<file path="src/rtl/dsl_pkg.sv">
package dsl_pkg;

    localparam int unsigned DEF_CH_COUNT = 4;
    localparam int unsigned DEF_WORD_W   = 16;
    localparam int unsigned DEF_BITS     = 12;
    localparam int unsigned DEF_CLK_DIV  = 4;

    typedef enum logic [1:0] {
        ST_IDLE  = 2'd0,
        ST_SHIFT = 2'd1,
        ST_TRAIL = 2'd2,
        ST_LOAD  = 2'd3
    } eng_state_e;

    typedef struct packed {
        logic sel_n;
        logic sclk;
        logic sdata;
        logic load_n;
        logic busy;
    } dac_lines_t;

    function automatic dac_lines_t lines_idle();
        dac_lines_t l;
        l.sel_n  = 1'b1;
        l.sclk   = 1'b0;
        l.sdata  = 1'b0;
        l.load_n = 1'b1;
        l.busy   = 1'b0;
        return l;
    endfunction

endpackage

</file>
<file path="src/rtl/dsl_pending.sv">
module dsl_pending #(
    parameter int unsigned WORD_W    = dsl_pkg::DEF_WORD_W,
    parameter int unsigned DATA_BITS = dsl_pkg::DEF_BITS
) (
    input  logic                 clk,
    input  logic                 rst,
    input  logic                 wr,
    input  logic [WORD_W-1:0]    wdata,
    input  logic                 take,
    output logic                 avail,
    output logic [DATA_BITS-1:0] val
);

    logic                 held_v;
    logic [DATA_BITS-1:0] held_d;
    logic                 unused_hi;

    // Upper bits of the written word carry no transfer data
    assign unused_hi = ^wdata[WORD_W-1:DATA_BITS];

    // A write in the same cycle is the newest word and wins over the held one
    assign avail = wr | held_v;
    assign val   = wr ? wdata[DATA_BITS-1:0] : held_d;

    always_ff @(posedge clk) begin
        if (rst) begin
            held_v <= 1'b0;
            held_d <= '0;
        end else if (take) begin
            held_v <= 1'b0;
        end else if (wr) begin
            held_v <= 1'b1;
            held_d <= wdata[DATA_BITS-1:0];
        end
    end

endmodule

</file>
<file path="src/rtl/dsl_engine.sv">
module dsl_engine
    import dsl_pkg::*;
#(
    parameter int unsigned DATA_BITS = DEF_BITS,
    parameter int unsigned CLK_DIV   = DEF_CLK_DIV
) (
    input  logic                 clk,
    input  logic                 rst,
    input  logic                 avail,
    input  logic [DATA_BITS-1:0] val,
    output logic                 take,
    output dac_lines_t           lines
);

    localparam int unsigned PH_W  = (CLK_DIV > 1) ? $clog2(CLK_DIV) : 1;
    localparam int unsigned BIT_W = (DATA_BITS > 1) ? $clog2(DATA_BITS) : 1;
    localparam int unsigned HALF  = CLK_DIV / 2;
    localparam logic [PH_W-1:0]  PH_LAST  = PH_W'(CLK_DIV - 1);
    localparam logic [PH_W-1:0]  PH_HALF  = PH_W'(HALF);
    localparam logic [BIT_W-1:0] BIT_LAST = BIT_W'(DATA_BITS - 1);

    eng_state_e           state;
    logic [PH_W-1:0]      ph;
    logic [BIT_W-1:0]     bitn;
    logic [DATA_BITS-1:0] shreg;
    logic                 last_ph;

    assign last_ph = (ph == PH_LAST);

    // New words are accepted from idle, or at the very end of a load pulse
    assign take = avail && ((state == ST_IDLE) ||
                            ((state == ST_LOAD) && last_ph));

    always_ff @(posedge clk) begin
        if (rst) begin
            state <= ST_IDLE;
            ph    <= '0;
            bitn  <= '0;
            shreg <= '0;
        end else begin
            case (state)
                ST_IDLE: begin
                    ph   <= '0;
                    bitn <= '0;
                    if (take) begin
                        state <= ST_SHIFT;
                        shreg <= val;
                    end
                end
                ST_SHIFT: begin
                    if (last_ph) begin
                        ph <= '0;
                        if (bitn == BIT_LAST) begin
                            state <= ST_TRAIL;
                            bitn  <= '0;
                        end else begin
                            bitn  <= bitn + 1'b1;
                            shreg <= {shreg[DATA_BITS-2:0], 1'b0};
                        end
                    end else begin
                        ph <= ph + 1'b1;
                    end
                end
                ST_TRAIL: begin
                    if (last_ph) begin
                        ph    <= '0;
                        state <= ST_LOAD;
                    end else begin
                        ph <= ph + 1'b1;
                    end
                end
                ST_LOAD: begin
                    if (last_ph) begin
                        ph <= '0;
                        if (take) begin
                            state <= ST_SHIFT;
                            shreg <= val;
                        end else begin
                            state <= ST_IDLE;
                        end
                    end else begin
                        ph <= ph + 1'b1;
                    end
                end
                default: state <= ST_IDLE;
            endcase
        end
    end

    // Line decode from the state; registered downstream
    always_comb begin
        lines        = lines_idle();
        lines.busy   = (state != ST_IDLE);
        lines.sel_n  = !((state == ST_SHIFT) || (state == ST_TRAIL));
        lines.sclk   = (state == ST_SHIFT) && (ph >= PH_HALF);
        lines.sdata  = (state == ST_SHIFT) && shreg[DATA_BITS-1];
        lines.load_n = (state != ST_LOAD);
    end

endmodule

</file>
<file path="src/rtl/dsl_line_reg.sv">
module dsl_line_reg
    import dsl_pkg::*;
(
    input  logic       clk,
    input  logic       rst,
    input  dac_lines_t d,
    output dac_lines_t q
);

    always_ff @(posedge clk) begin
        if (rst) begin
            q <= lines_idle();
        end else begin
            q <= d;
        end
    end

endmodule

</file>
<file path="src/rtl/dac_serial_loader.sv">
module dac_serial_loader
    import dsl_pkg::*;
#(
    parameter int unsigned CH_COUNT  = DEF_CH_COUNT,
    parameter int unsigned WORD_W    = DEF_WORD_W,
    parameter int unsigned DATA_BITS = DEF_BITS,
    parameter int unsigned CLK_DIV   = DEF_CLK_DIV
) (
    input  logic                clk,
    input  logic                rst,
    input  logic [CH_COUNT-1:0] wr_en,
    input  logic [WORD_W-1:0]   wr_data,
    output logic [CH_COUNT-1:0] dac_sel_n,
    output logic [CH_COUNT-1:0] dac_sclk,
    output logic [CH_COUNT-1:0] dac_sdata,
    output logic [CH_COUNT-1:0] dac_load_n,
    output logic [CH_COUNT-1:0] busy
);

    for (genvar c = 0; c < CH_COUNT; c++) begin : g_ch
        logic                 avail;
        logic                 take;
        logic [DATA_BITS-1:0] val;
        dac_lines_t           raw;
        dac_lines_t           reg_q;

        dsl_pending #(
            .WORD_W   (WORD_W),
            .DATA_BITS(DATA_BITS)
        ) u_pend (
            .clk  (clk),
            .rst  (rst),
            .wr   (wr_en[c]),
            .wdata(wr_data),
            .take (take),
            .avail(avail),
            .val  (val)
        );

        dsl_engine #(
            .DATA_BITS(DATA_BITS),
            .CLK_DIV  (CLK_DIV)
        ) u_eng (
            .clk  (clk),
            .rst  (rst),
            .avail(avail),
            .val  (val),
            .take (take),
            .lines(raw)
        );

        dsl_line_reg u_oreg (
            .clk(clk),
            .rst(rst),
            .d  (raw),
            .q  (reg_q)
        );

        assign dac_sel_n[c]  = reg_q.sel_n;
        assign dac_sclk[c]   = reg_q.sclk;
        assign dac_sdata[c]  = reg_q.sdata;
        assign dac_load_n[c] = reg_q.load_n;
        assign busy[c]       = reg_q.busy;
    end

endmodule

</file>
<file path="config.mk">
export PLATFORM = sky130hd
export DESIGN_NAME = dac_serial_loader
export DESIGN_NICKNAME = d
export VERILOG_FILES = /design/src/rtl/dsl_pkg.sv /design/src/rtl/dsl_pending.sv /design/src/rtl/dsl_engine.sv /design/src/rtl/dsl_line_reg.sv /design/src/rtl/dac_serial_loader.sv
export SDC_FILE = /design/constraint.sdc
export NUM_CORES = 1
export LEC_CHECK = 0
export BUFFER_PORTS_ARGS = -buffer_cell sky130_fd_sc_hd__buf_2
export CORE_MARGIN = 4
export CORE_UTILIZATION = 50
export CTS_CLUSTER_SIZE = 10
export DETAILED_ROUTE_END_ITERATION = 8
export PLACE_DENSITY_LB_ADDON = 0.3
export SETUP_SLACK_MARGIN = 0.5
export SLEW_MARGIN = 25
export SYNTH_ARGS = -nofsm -noshare
export SYNTH_HDL_FRONTEND = slang
export SYNTH_SLANG_ARGS = --single-unit
</file>
<file path="constraint.sdc">
create_clock -name clk -period 1.8 [get_ports clk]
set_input_delay 0.18 -clock clk [delete_from_list [all_inputs] [get_ports clk]]
set_output_delay 0.18 -clock clk [all_outputs]
set_load 0.02 [all_outputs]
</file>
=== After elaboration in Yosys (flattened, before gate mapping) ===
Cells that the tools add are included.

* Bitwise operators: 4
* Reduce and logical (&&, ||, !) cells: 64
* Add/sub/neg operators: 8
* Mux-type cells: 72
* Magnitude comparators: 4
* Equality and inequality tests: 48

{| class="wikitable"
|+ Operators with widths
! operator !! count
|-
| 12-bit 2-to-1 mux || 20
|-
| 12-bit case mux with 3 select lines || 4
|-
| 2-bit 2-to-1 mux || 24
|-
| 4-bit 2-to-1 mux || 8
|-
| 2-bit by 1-bit != test with 1-bit output, second input constant || 16
|-
| 2-bit case mux with 4 select lines || 4
|-
| 4-bit case mux with 2 select lines || 4
|-
| 2-bit equality test, second input constant || 12
|-
| 2-bit != test, second input constant || 12
|-
| 5-bit AND reduction || 4
|-
| 4-bit by 1-bit adder with 4-bit output, second input constant || 4
|-
| 4-bit equality test, second input constant || 4
|-
| 1-bit logical AND || 16
|-
| 2-bit case mux with 2 select lines || 4
|-
| 4-bit AND reduction || 4
|-
| 2-bit nonzero test || 8
|-
| 3-bit nonzero test || 4
|-
| 3-bit OR reduction || 4
|-
| 2-bit by 1-bit adder with 2-bit output, second input constant || 4
|-
| 2-bit by 1-bit equality test with 1-bit output, second input constant || 4
|-
| 2-bit >= comparator, second input constant || 4
|-
| 2-bit zero test || 4
|-
| 1-bit logical OR || 8
|-
| 2-bit AND reduction || 4
|-
| 4 further kinds || 16
|}

* Input port bits: 22
* Logic and storage cells: 244
* Bits in registers: 152
* Output and inout port bits: 20

=== Logic depth before layout (Yosys ltp) ===
Gate-level depths: netlist of run 1.

* Word-level depth: 7
* Depth in mapped cells: 9
* Depth with buffers taken out: 6

=== By module ===
Synthesis of run 1 repeated with hierarchy kept, for this count alone.

* Cells, all modules: 842
* Area, all modules: 8007.7 um^2

{| class="wikitable"
|+ Modules (own cells, without submodules)
! module !! seq. area each (um^2) !! cells each !! area each (um^2) !! times used
|-
| dsl_pending || 260.2 || 70 || 732.0 || 4
|-
| dsl_engine (g_ch[2].u_eng ...) || 400.4 || 133 || 1149.9 || 2
|-
| dsl_engine (g_ch[0].u_eng ...) || 400.4 || 128 || 1112.3 || 2
|-
| dsl_line_reg || 100.1 || 10 || 138.9 || 4
|}

=== Worst setup path before layout of run 1 ===
No wires, ideal clock.

* Kind: reg-to-reg
* Start: reg g_ch[0].u_eng.state[1]
* End: reg g_ch[0].u_eng.shreg[10]
* Arrival: 1.817 ns
* Required time: 1.672 ns
* Library setup time: 0.128 ns
* Clock period less this slack: 1.945 ns
* Slack: -0.145 ns
* Buffers on the path: 2
* Cell stages (with the launch flop): 9
* Cell sequence: dfxtp_1 -> inv_1 -> ha_1 -> buf_2 -> or2_2 -> o32ai_4 -> buf_6 -> mux2i_1 -> nor2_1

* Cells in the longest elaborated chain, start to end: 7
* Elaborated cells on any way between the ends: 14
* Classes of those cells: 5 x eq/ne; 3 x mux; 6 x reduce/logical

{| class="wikitable"
|+ RTL lines
! element !! line !! RTL
|-
| start, declared || dsl_engine.sv:22 || <nowiki>eng_state_e state;</nowiki>
|-
| start signal, assigned || dsl_engine.sv:36 || <nowiki>state <= ST_IDLE;</nowiki>
|-
| start signal, assigned || dsl_engine.sv:46 || <nowiki>state <= ST_SHIFT;</nowiki>
|-
| start signal, assigned || dsl_engine.sv:54 || <nowiki>state <= ST_TRAIL;</nowiki>
|-
| 2-bit equality test || dsl_engine.sv:32, dsl_engine.sv:41 ||
|-
| 1-bit logical AND || dsl_engine.sv:32 || <nowiki>((state == ST_LOAD) && last_ph));</nowiki>
|-
| 1-bit logical OR || dsl_engine.sv:31 || <nowiki>assign take = avail && ((state == ST_IDLE) ||</nowiki>
|-
| 1-bit logical AND || dsl_engine.sv:31 ||
|-
| 12-bit 2-to-1 mux (2 in series) || - ||
|-
| 12-bit case mux with 3 select lines || dsl_engine.sv:41 || <nowiki>case (state)</nowiki>
|-
| end signal, assigned || dsl_engine.sv:47 || <nowiki>shreg <= val;</nowiki>
|-
| end signal, assigned || dsl_engine.sv:58 || <nowiki>shreg <= {shreg[DATA_BITS-2:0], 1'b0};</nowiki>
|-
| end signal, assigned || dsl_engine.sv:77 || <nowiki>shreg <= val;</nowiki>
|-
| end, declared || dsl_engine.sv:25 || <nowiki>logic [DATA_BITS-1:0] shreg;</nowiki>
|}

Several ways; a longest one is shown, not always the timed one. The select of a mux whose other input is x is not followed.
A chain may end at the register's enable or synchronous reset.

=== Worst setup path in the final report of run 1 ===
* Start: reg g_ch[0].u_eng.state[0]
* End: reg g_ch[0].u_eng.state[1]

* Cells in the longest elaborated chain, start to end: 6
* Elaborated cells on any way between the ends: 14
* Classes of those cells: 8 x eq/ne; 1 x mux; 5 x reduce/logical

{| class="wikitable"
|+ RTL lines
! element !! line
|-
| 2-bit equality test || dsl_engine.sv:32, dsl_engine.sv:41
|-
| 1-bit logical AND || dsl_engine.sv:32
|-
| 1-bit logical OR || dsl_engine.sv:31
|-
| 1-bit logical AND || dsl_engine.sv:31
|-
| 2-bit != test (no source line) || -
|-
| 5-bit AND reduction (no source line) || -
|}

Several ways; a longest one is shown, not always the timed one.

==> results of run 1 <==
critical path, cell delays in order (launching register included):
cell and delay [ns]:
dfxtp_2 0.34, buf_6 0.12, ha_4 0.15, or3_1 0.38, a222oi_1 0.34, buf_4 0.19, mux2i_1 0.18, nor2_1 0.06
through the flow:
step	util, %	cells	setup TNS (ns)	total power (uW)	area (um^2)
floorplan	-	816	-0.01794	9543	7685
global placement	58.67	1024	0	10620	8175
detailed placement	58.67	1024	-0.1018	10930	8175
CTS	66.73	1078	0	15880	9299
global route	78.91	1140	-1.605	20720	11000
finish	78.91	1140	-0.3407	19890	11000
cell type report:
| type | count | area share [%] |
|---|---|---|
| flip-flops and latches | 152 | 28.02 |
| well taps | 180 | 2.048 |
| clock inverters | 15 | 1.616 |
| inverters | 17 | 0.7624 |
| repair buffers | 175 | 16.48 |
| multi-input cells | 584 | 47.21 |
| clock buffers | 17 | 3.869 |
cell usage in the layout (no fill, tap or decap), drive strengths merged, types with 3 or more instances in the layout:
| cell type | instances |
|---|---|
| mux2i | 69 |
| a211oi | 47 |
| o21ba | 4 |
| a2111oi | 4 |
| a221oi | 3 |
| clkinv | 5 |
| nor4 | 9 |
| o41ai | 11 |
| nor3b | 5 |
| buf | 167 |
| a32oi | 4 |
| a222oi | 3 |
| nand2b | 9 |
| nor2b | 12 |
| and3b | 6 |
| nor3 | 3 |
| a21boi | 4 |
| nor2 | 104 |
| ha | 32 |
| dfxtp | 152 |
| or2 | 8 |
| inv | 19 |
| clkinvlp | 5 |
| o21bai | 5 |
| or3 | 4 |
| clkbuf | 25 |
| bufinv | 3 |
| a21oi | 53 |
| or4 | 3 |
| nand3b | 5 |
| nand3 | 32 |
| nand2 | 44 |
| o21ai | 78 |
final timing paths:
check	from	endpoint	slack [ns]
setup / recovery	g_ch[0].u_eng.state[0]$_SDFFE_PP0P_	g_ch[0].u_eng.state[1]$_SDFFE_PP0P_	-0.07
hold / removal	rst	g_ch[2].u_oreg.q[0]$_SDFF_PP0_	0.13
setup reg to reg	g_ch[0].u_eng.state[0]$_SDFFE_PP0P_	g_ch[0].u_eng.state[1]$_SDFFE_PP0P_	-0.07
hold reg to reg	g_ch[0].u_eng.ph[0]$_SDFF_PP0_	g_ch[0].u_eng.ph[0]$_SDFF_PP0_	0.45
registers in the layout (all words and copies together) (netlist names):
| signal | flops |
|---|---|
| g_ch.u_eng.bitn | 16 |
| g_ch.u_eng.state | 8 |
| g_ch.u_pend.held_d | 48 |
| g_ch.u_oreg.q | 20 |
| g_ch.u_eng.shreg | 48 |
| g_ch.u_eng.ph | 8 |
| g_ch.u_pend.held_v | 4 |
cells by family after synthesis:
kind of cell             Yosys count
AO/OA/AOI/OAI                    231
adder cells (fa/ha/maj)           32
multiplexers                      69
flip-flops                       152
buffers and inverters             85
AND/OR/NAND/NOR                  247
repair_timing:
item	in CTS	in global routing
pin swaps	20	98
gates cloned	7	16
resized for setup	73	265
buffers inserted	15	46
setup endpoints to repair	119	123
power by group:
| part | total [uW] | internal (uW) | switching, uW |
|---|---|---|---|
| Clock | 3690 | 2180 | 1510 |
| Sequential | 5080 | 4320 | 764 |
| Combinational | 11100 | 5480 | 5640 |
| Total | 19900 | 12000 | 7920 |
per-layer routing:
layer | GRT usage (%) | wire length (um) | share of wire [%] | up-vias
met5 | 0 | 0 | 0 | -
met4 | 9.211 | 920 | 3.9 | 0
met3 | 3.763 | 1184 | 5.0 | 86
met2 | 38.49 | 12240 | 52 | 301
met1 | 27.85 | 9356 | 39 | 3558
li1 | - | - | - | 3216
==> run_results.csv, run 1 <==
group,metric,value,unit
logic_synthesis,synth_top_area_share,42.58,%
logic_synthesis,seq_area_frac_synth,42.58,%
timing,relSlewSlack,60.45,%
logic_synthesis,synth_adder_area_share,5.602,%
power,ir_worst_vdd,0.8824,mV
logic_synthesis,yosys_warnings,0,
grt,grt_max_degree,39,
logic_synthesis,synth_top_family_by_area,"compound AO/OA/AOI/OAI gates",
logic_synthesis,syn_inst,816,
floorplanning,dieArea,16270,um^2
layout,nets,1001,
timing,finalSetupViolCount,13,
layout,diodes,0,
placement,pre_cts_slack,-0.04394,ns
floorplanning,core_region_area,13930,um^2
timing,worst_pin_slew,0.5911,ns
timing,rsz0062_at_grt,"yes",
power,power_density,1809,nW/um^2
clock_tree,clock-root-buffer,"clkbuf_16",
routing,ant_nets,0,
placement,hpwl,11000,um
timing,fmax,0.5340,GHz
routing,wl_per_cell,20.79,um
logic_synthesis,synth.avg_cell_area,8.758,um^2
timing,hold_violations,0,
logic_synthesis,synth_xor_area_share,0,%
routing,drt_iter0_drc,600,
layout,multiInputGateArea,5191,um^2
logic_synthesis,synth_compound_area_share,20.69,%
grt,grt_pass1_vias,6123,
clock_tree,cts_made_buffers,17,
routing,post-route-drc-count,0,
logic_synthesis,synth_ff_type,"dfxtp_1",
logic_synthesis,synthMostInstantiatedCell,"dfxtp_1",
grt,grt_usage,22.41,%
outcome,status,"finished with violations",
clock_tree,path_clk_slew,0.06,ns
clock_tree,cts_num_sinks,152,
logic_synthesis,synth.distinct_cells,55,
timing,finalCriticalPeriod,1.873,ns
logic_synthesis,syn_nets,870,
placement,gp_congestion,0.8373,
timing,fin_ws,-0.07254,ns
layout,nFillCells,769,
timing,finClkSkew,0.008559,ns
logic_synthesis,muxShareOfSynthArea,9.664,%
worst_setup_path,cp.required,2.12,ns
logic_synthesis,yosys-top-cells-area,"dfxtp_1 43%, mux2i_1 9.7%, ha_1 5.6%",
logic_synthesis,synth_edf_count,0,
clock_tree,ctsHtreeMaxLevel,4,
worst_hold_path,min_path_type,"in2reg",
timing,period_share,104.0,%
grt,antenna_found_initial,0,
worst_setup_path,cp-end-kind,"flop",
layout,drive_gt1_share,47.08,%
floorplanning,row_count,43,
routing,wl,23710,um
worst_setup_path,reg2regPathDepth,7,
clock_tree,clock_latency,0.43,ns
power,leakage,0.004230,uW
floorplanning,pin_count,42,
logic_synthesis,synth_area,7147,um^2
grt,grt_pass1_wl,30070,um
logic_synthesis,async_flop_share,0,%
logic_synthesis,ys_seq_elements,152,
logic_synthesis,synth_top_cells_by_count,"152 x dfxtp_1, 104 x nor2_1, 76 x o21ai_0, 69 x mux2i_1, 53 x a21oi_1",
clock_tree,clock_tree.buffer_depth,2,
worst_setup_path,crit_arrival,2.19,ns
logic_synthesis,synth_top_area_cell,"dfxtp_1",
grt,grt-ovfl-total,0,
worst_hold_path,hold-path-cell-count,2,
run,maxCapViolations,0,
outcome,violations,"setup timing",
timing,holdWs,0.1332,ns
placement,io_buffers,37,
clock_tree,cts_hold_buf,0,
timing,drv_slew,0,
worst_setup_path,cp-start-kind,"flop",
routing,viasPerCell,6.282,
floorplanning,fp.dieH,127.6,um
logic_synthesis,synthSimpleGateAreaFrac,16.39,%
floorplanning,die_w,127.6,um
routing,vias,7161,
clock_tree,cts_tree,"built",
worst_setup_path,worstPathMaxFanout,3,
layout,seqCellArea,3080,um^2
routing,dr.pass1.iters,5,
floorplanning,start_util,51.29,%
layout,syn_to_final_growth,53.85,%
worst_setup_path,path_class,"reg2reg",
No activity file was read; power rests on OpenSTA's default activity.
==> inputs of run 2 (changes only) <==
--- a/config.mk
+++ b/config.mk
@@ -6,12 +6,13 @@
 export NUM_CORES = 1
 export LEC_CHECK = 0
 export BUFFER_PORTS_ARGS = -buffer_cell sky130_fd_sc_hd__buf_2
+export CORE_ASPECT_RATIO = 2
 export CORE_MARGIN = 4
-export CORE_UTILIZATION = 50
+export CORE_UTILIZATION = 49
 export CTS_CLUSTER_SIZE = 10
 export DETAILED_ROUTE_END_ITERATION = 8
 export PLACE_DENSITY_LB_ADDON = 0.3
-export SETUP_SLACK_MARGIN = 0.5
+export SETUP_SLACK_MARGIN = 0.15
 export SLEW_MARGIN = 25
 export SYNTH_ARGS = -nofsm -noshare
 export SYNTH_HDL_FRONTEND = slang
==> run 2 against run 1 <==
Net effect: the flow still finishes with violations (setup timing); clock skew up 0.0031 ns; register-to-register slack got worse by 0.02 ns; sequential cell count unchanged; hold slack gained 0.0090 ns; fmax shrank 0.94%; die area rose by 2.6%; clock power about the same; sequential share of layout area rose by 3.5 points; critical endpoint unchanged.
==> run_results.csv, run 2 (synthesis gave the netlist of run 1 again) <==
group,metric,value,unit
outcome,status,"finished with violations",
outcome,violations,"setup timing",
timing,rsz0062_at_grt,"yes",
worst_setup_path,cp-end-kind,"flop",
clock_tree,cts_tree,"built",
run,maxCapViolations,0,
timing,finalCriticalPeriod,1.890,ns
layout,nFillCells,1013,
clock_tree,clock_latency,0.43,ns
layout,final_cell_mix,"141 x dfxtp_1, 98 x nor2_1, 67 x buf_4, 65 x mux2i_1, 49 x o21ai_0",
worst_hold_path,hp-start,"rst",
timing,finalSetupViolCount,2,
routing,wl,19180,um
worst_setup_path,cp.required,2.11,ns
clock_tree,cts_num_sinks,152,
routing,viasPerCell,5.802,
worst_setup_path,path_cells,"inv_4 > ha_4 > or3_1 > a222oi_1 > buf_4 > mux2i_1 > nor2_1",
routing,dr.pass1.iters,4,
clock_tree,path_clk_slew,0.07,ns
floorplanning,core_region_area,14350,um^2
placement,dp_cells,1035,
layout,seqCellArea,3077,um^2
floorplanning,die_w,93.40,um
clock_tree,clock-root-buffer,"clkbuf_16",
routing,post-route-drc-count,0,
worst_setup_path,worstPathMaxFanout,3,
layout,syn_to_final_growth,36.64,%
clock_tree,cts_hold_buf,0,
timing,fin_setup_tns,-0.1539,ns
layout,final_common_cell,"dfxtp_1",
layout,drive_gt1_share,33.30,%
worst_setup_path,r2r_start,"g_ch[0].u_eng.state[0]$_SDFFE_PP0P_",
floorplanning,fp.dieH,178.8,um
floorplanning,pin_count,42,
placement,io_buffers,37,
layout,utilization,68.05,%
timing,hold_violations,0,
worst_setup_path,crit_slowest_cell,"dfxtp_4",
power,power_density,1715,nW/um^2
worst_setup_path,crit_arrival,2.20,ns
layout,top_regs,"g_ch.u_eng.shreg x48, g_ch.u_pend.held_d x48, g_ch.u_oreg.q x20",
routing,drt_iter0_drc,293,
timing,holdWs,0.1422,ns
grt,grt-ovfl-total,0,
routing,vias,6446,
timing,drv_slew,0,
power,leakage,0.003845,uW
grt,grt_pass1_wl,29260,um
clock_tree,ctsHtreeMaxLevel,4,
worst_setup_path,crit_path_start,"g_ch[0].u_eng.state[0]$_SDFFE_PP0P_",
timing,finClkSkew,0.01169,ns
grt,antenna_found_initial,0,
power,finalPower,16750,uW
layout,multiInputGateArea,4481,um^2
worst_setup_path,cp_top_family,"simple AND/OR/NAND/NOR gates",
floorplanning,dieArea,16700,um^2
timing,period_share,105.0,%
routing,wl_per_cell,17.26,um
timing,fin_ws,-0.09031,ns
placement,gp_congestion,0.8008,
grt,grt_usage,21.66,%
floorplanning,row_count,62,
layout,diodes,0,
placement,hpwl,11440,um
routing,ant_nets,0,
grt,grt_pass1_vias,6206,
timing,fmax,0.5290,GHz
floorplanning,start_util,49.80,%
timing,worst_pin_slew,0.4333,ns
timing,relSlewSlack,70.37,%
power,ir_worst_vdd,0.7607,mV
layout,layoutNonFillerInstCount,1111,
layout,nets,960,
worst_setup_path,path_class,"reg2reg",
worst_hold_path,min_path_type,"in2reg",
worst_setup_path,path_buf_inv,2,
worst_setup_path,cp-start-kind,"flop",
clock_tree,clock_tree.buffer_depth,2,
grt,grt_max_degree,37,
worst_setup_path,cpPeakStageDelay,0.40,ns
clock_tree,cts_made_buffers,17,
run 2: changes by cell type in the layout (fill, tap and decap cells not counted), moves of 17 or more:
cell      previous run  this run
o21ai_0             26        49
a211oi_1             9        27
nor2_4              32         1
nor2_1              66        98
a211oi_2            37        20
o21ai_2             32        14
buf_6               44        20
run 2: stage by stage:
step	instance area, um^2	setup WS, ns
finish	9766	-0.09031
global route	9766	-0.1843
CTS	8952	0.01983
detailed placement	7944	-0.05127
global placement	7944	0.004912
floorplan	7328	-0.009298
run 2: report_power, final:
part / internal [uW] / total, uW / leakage [uW] / switching (uW)
Sequential: 4310 / 4940 / 0.00125 / 624
Clock: 2160 / 3680 / 0.000298 / 1520
Combinational: 3880 / 8130 / 0.00230 / 4250
Total: 10400 / 16700 / 0.00384 / 6390
run 2: final timing paths:
kind	to	slack, ns	cells past startpoint
worst min-delay path	g_ch[1].u_eng.bitn[1]$_SDFFE_PP0P_	0.14	2
worst max-delay path	g_ch[0].u_eng.state[1]$_SDFFE_PP0P_	-0.09	7
worst max register to register	g_ch[0].u_eng.state[1]$_SDFFE_PP0P_	-0.09	7
worst min register to register	g_ch[3].u_eng.ph[0]$_SDFF_PP0_	0.46	1
run 2: layout make-up:
cell class	count	share of cell area, %
Multi-Input combinational cell	579	45.88
Clock buffer	19	4.638
Clock inverter	13	1.614
Tap cell	192	2.460
Inverter	17	0.8840
Timing Repair Buffer	139	13.02
Sequential cell	152	31.51
run 2: timing repair:
| item | 4_1_cts | 5_1_grt |
|---|---|---|
| pin swaps | 20 | 48 |
| setup endpoints to repair | 90 | 105 |
| gates cloned | 4 | 6 |
| resized for setup | 59 | 133 |
| buffers inserted | 12 | 22 |
run 2: routing by layer:
layer | part of all wire, % | global-route usage, %
met1 | 39 | 24.89
met2 | 53 | 37.88
met3 | 3.8 | 4.830
met4 | 3.6 | 9.602
met5 | 0 | 0
==> inputs of run 3 (changes only) <==
--- a/config.mk
+++ b/config.mk
@@ -6,9 +6,11 @@
 export NUM_CORES = 1
 export LEC_CHECK = 0
 export BUFFER_PORTS_ARGS = -buffer_cell sky130_fd_sc_hd__buf_2
+export CELL_PAD_IN_SITES_DETAIL_PLACEMENT = 0
+export CELL_PAD_IN_SITES_GLOBAL_PLACEMENT = 1
 export CORE_ASPECT_RATIO = 2
 export CORE_MARGIN = 4
-export CORE_UTILIZATION = 49
+export CORE_UTILIZATION = 42
 export CTS_CLUSTER_SIZE = 10
 export DETAILED_ROUTE_END_ITERATION = 8
 export PLACE_DENSITY_LB_ADDON = 0.3
==> run 3 against run 2 <==
Net effect: the flow still finishes with violations (setup timing); combinational power shrank 4.9%; largest cell class unchanged; hold slack gained 0.013 ns; setup slack gained 0.046 ns; critical path type unchanged; total power shrank 2.0%; die area grew 16%; core utilization shrank 10 points; wire length shrank 1.9%; critical endpoint is now g_ch[1].u_eng.state[0]$_SDFFE_PP0P_; non-clock buffer count shrank 13; largest power group unchanged; clock power grew 3%; global-route usage shrank 3.2 points; sequential cell count is the same.
==> run_results.csv, run 3 (synthesis gave the netlist of run 1 again) <==
group,metric,value,unit
placement,placed_cell_area,8015,um^2
outcome,status,"finished with violations",
placement,pre_cts_slack,-0.1002,ns
worst_setup_path,path_cells,"buf_6 > ha_4 > or3_1 > a222oi_1 > buf_4 > o21ai_1 > a221oi_1",
worst_hold_path,hold-path-cell-count,3,
grt,grt_usage,18.48,%
layout,diodes,0,
routing,wl,18820,um
routing,viasPerCell,5.625,
clock_tree,clock_tree.buffer_depth,2,
layout,top_regs,"g_ch.u_eng.shreg x48, g_ch.u_pend.held_d x48, g_ch.u_oreg.q x20",
routing,vias,6261,
layout,syn_to_final_growth,35.14,%
routing,drt_iter0_drc,175,
worst_setup_path,cpPeakStageDelay,0.37,ns
power,power_density,1700,nW/um^2
clock_tree,clock-root-buffer,"clkbuf_16",
clock_tree,cts_made_buffers,17,
floorplanning,core_region_area,16770,um^2
worst_setup_path,cp_top_family,"compound AO/OA/AOI/OAI gates",
timing,fmax,0.5421,GHz
floorplanning,die_w,100.2,um
placement,hpwl,11330,um
worst_setup_path,path_class,"reg2reg",
timing,fin_ws,-0.04474,ns
layout,final_common_cell,"dfxtp_1",
grt,grt_pass1_vias,6055,
routing,ant_nets,0,
timing,hold_violations,0,
worst_setup_path,crit_slowest_cell,"dfxtp_4",
worst_setup_path,reg2regPathDepth,7,
worst_hold_path,hp-start,"wr_data[0]",
grt,grt-ovfl-total,0,
routing,wl_met1,7683,um
layout,final_cell_area,9658,um^2
timing,worst_pin_slew,0.4001,ns
clock_tree,cts_tree,"built",
worst_setup_path,cp.required,2.12,ns
layout,final_cell_mix,"140 x dfxtp_1, 92 x nor2_1, 69 x mux2i_1, 54 x buf_4, 53 x o21ai_0",
routing,dr.max_layer_used,"met4",
layout,nets,947,
routing,post-route-drc-count,0,
worst_setup_path,rrSetupSlack,-0.04,ns
run,maxCapViolations,0,
timing,period_share,102.5,%
grt,grt_max_degree,35,
routing,wl_per_cell,16.91,um
worst_setup_path,cp-end-kind,"flop",
routing,dr_wl_met2,9939,um
clock_tree,clock_latency,0.42,ns
floorplanning,pin_count,42,
floorplanning,dieArea,19290,um^2
floorplanning,start_util,42.63,%
floorplanning,row_count,67,
clock_tree,cts_num_sinks,152,
worst_setup_path,path_buf_inv,2,
worst_hold_path,min_to,"g_ch[1].u_pend.held_d[0]$_SDFFE_PP0N_",
floorplanning,fp.dieH,192.5,um
placement,gp_congestion,0.8075,
worst_setup_path,r2r_end,"g_ch[1].u_eng.state[0]$_SDFFE_PP0P_",
clock_tree,path_clk_slew,0.07,ns
layout,drive_gt1_share,32.56,%
worst_setup_path,worstPathMaxFanout,5,
timing,finalCriticalPeriod,1.845,ns
worst_hold_path,min_path_type,"in2reg",
timing,finalSetupViolCount,3,
layout,utilization,57.60,%
clock_tree,ctsHtreeMaxLevel,4,
routing,dr_wl_met3,524,um
layout,nFillCells,1462,
grt,antenna_found_initial,0,
worst_setup_path,r2r_start,"g_ch[1].u_eng.state[0]$_SDFFE_PP0P_",
grt,grt_pass1_wl,28810,um
clock_tree,cts_hold_buf,0,
worst_setup_path,crit_arrival,2.17,ns
layout,layoutNonFillerInstCount,1113,
power,leakage,0.003768,uW
worst_setup_path,cp-start-kind,"flop",
timing,rsz0062_at_grt,"yes",
routing,dr.pass1.iters,4,
placement,dp_cells,1052,
timing,relSlewSlack,72.64,%
placement,io_buffers,37,
power,ir_worst_vdd,0.7061,mV
outcome,violations,"setup timing",
timing,drv_slew,0,
timing,finClkSkew,0.008381,ns
[run 3: cell types whose count changed in the layout (fill, tap and decap cells not counted), sizes merged]
| cell | previous run | this run |
|---|---|---|
| clkbuf | 23 | 26 |
| clkinv | 3 | 4 |
| clkinvlp | 1 | 2 |
| inv | 24 | 20 |
| buf | 135 | 120 |
| bufinv | 2 | 3 |
[run 3: power breakdown]
group / switching, uW / internal (uW) / total [uW]
Combinational: 4060 / 3660 / 7730
Sequential: 601 / 4310 / 4910
Clock: 1500 / 2280 / 3780
[run 3: worst max-delay path by stage]
stage                                   startpoint                                   to  slack, ns  cells past startpoint
4_1_cts        g_ch[1].u_eng.state[0]$_SDFFE_PP0P_  g_ch[1].u_eng.state[0]$_SDFFE_PP0P_    -0.0009                      7
5_1_grt        g_ch[3].u_eng.state[0]$_SDFFE_PP0P_  g_ch[3].u_eng.state[0]$_SDFFE_PP0P_      -0.13                      7
2_1_floorplan  g_ch[3].u_eng.state[1]$_SDFFE_PP0P_  g_ch[3].u_eng.state[0]$_SDFFE_PP0P_     -0.009                      7
6_report       g_ch[1].u_eng.state[0]$_SDFFE_PP0P_  g_ch[1].u_eng.state[0]$_SDFFE_PP0P_      -0.04                      7
3_3_place_gp   g_ch[3].u_eng.state[0]$_SDFFE_PP0P_  g_ch[3].u_eng.state[0]$_SDFFE_PP0P_      -0.01                      7
3_5_place_dp   g_ch[3].u_eng.state[0]$_SDFFE_PP0P_  g_ch[3].u_eng.state[0]$_SDFFE_PP0P_      -0.10                      7
[run 3: routing by layer]
metal  global-route usage (%)  vias up
met5                        0        -
met4                    10.02        0
met3                    2.750       42
met2                    32.54      107
met1                    21.08     3023
li1                         -     3089
[run 3: repair_timing]
action | 4_1_cts | 5_1_grt
setup buffers | 8 | 13
resized for setup | 65 | 115
setup endpoints to repair | 79 | 91
pin swaps | 11 | 39
cloned | 0 | 8
[run 3: layout make-up]
class	instances	area, um^2	area share, %
well taps	207	259.0	2.682
flip-flops and latches	152	3078	31.87
repair buffers	126	1179	12.20
clock buffers	20	456.7	4.729
multi-input cells	579	4433	45.90
clock inverters	12	166.4	1.723
inverters	17	86.33	0.8939
[run 3: tightest hold or removal path, delay by kind of cell]
family / cells / cell delay, ns
and+or+nand+nor: 1 / 0.11
AOI/OAI and AO/OA: 1 / 0.06
buffers and inverters: 1 / 0.18
[run 3: metrics by stage]
| stage | hold WS, ns | power [uW] | setup TNS [ns] |
|---|---|---|---|
| global route | 0.1474 | 17410 | -1.020 |
| detailed placement | 0.4464 | 10600 | -0.1966 |
| CTS | 0.1326 | 14990 | -0.0009286 |
| global placement | 0.4375 | 10380 | -0.01280 |
| floorplan | 0.3424 | 8847 | -0.01020 |
| finish | 0.1549 | 16420 | -0.07866 |
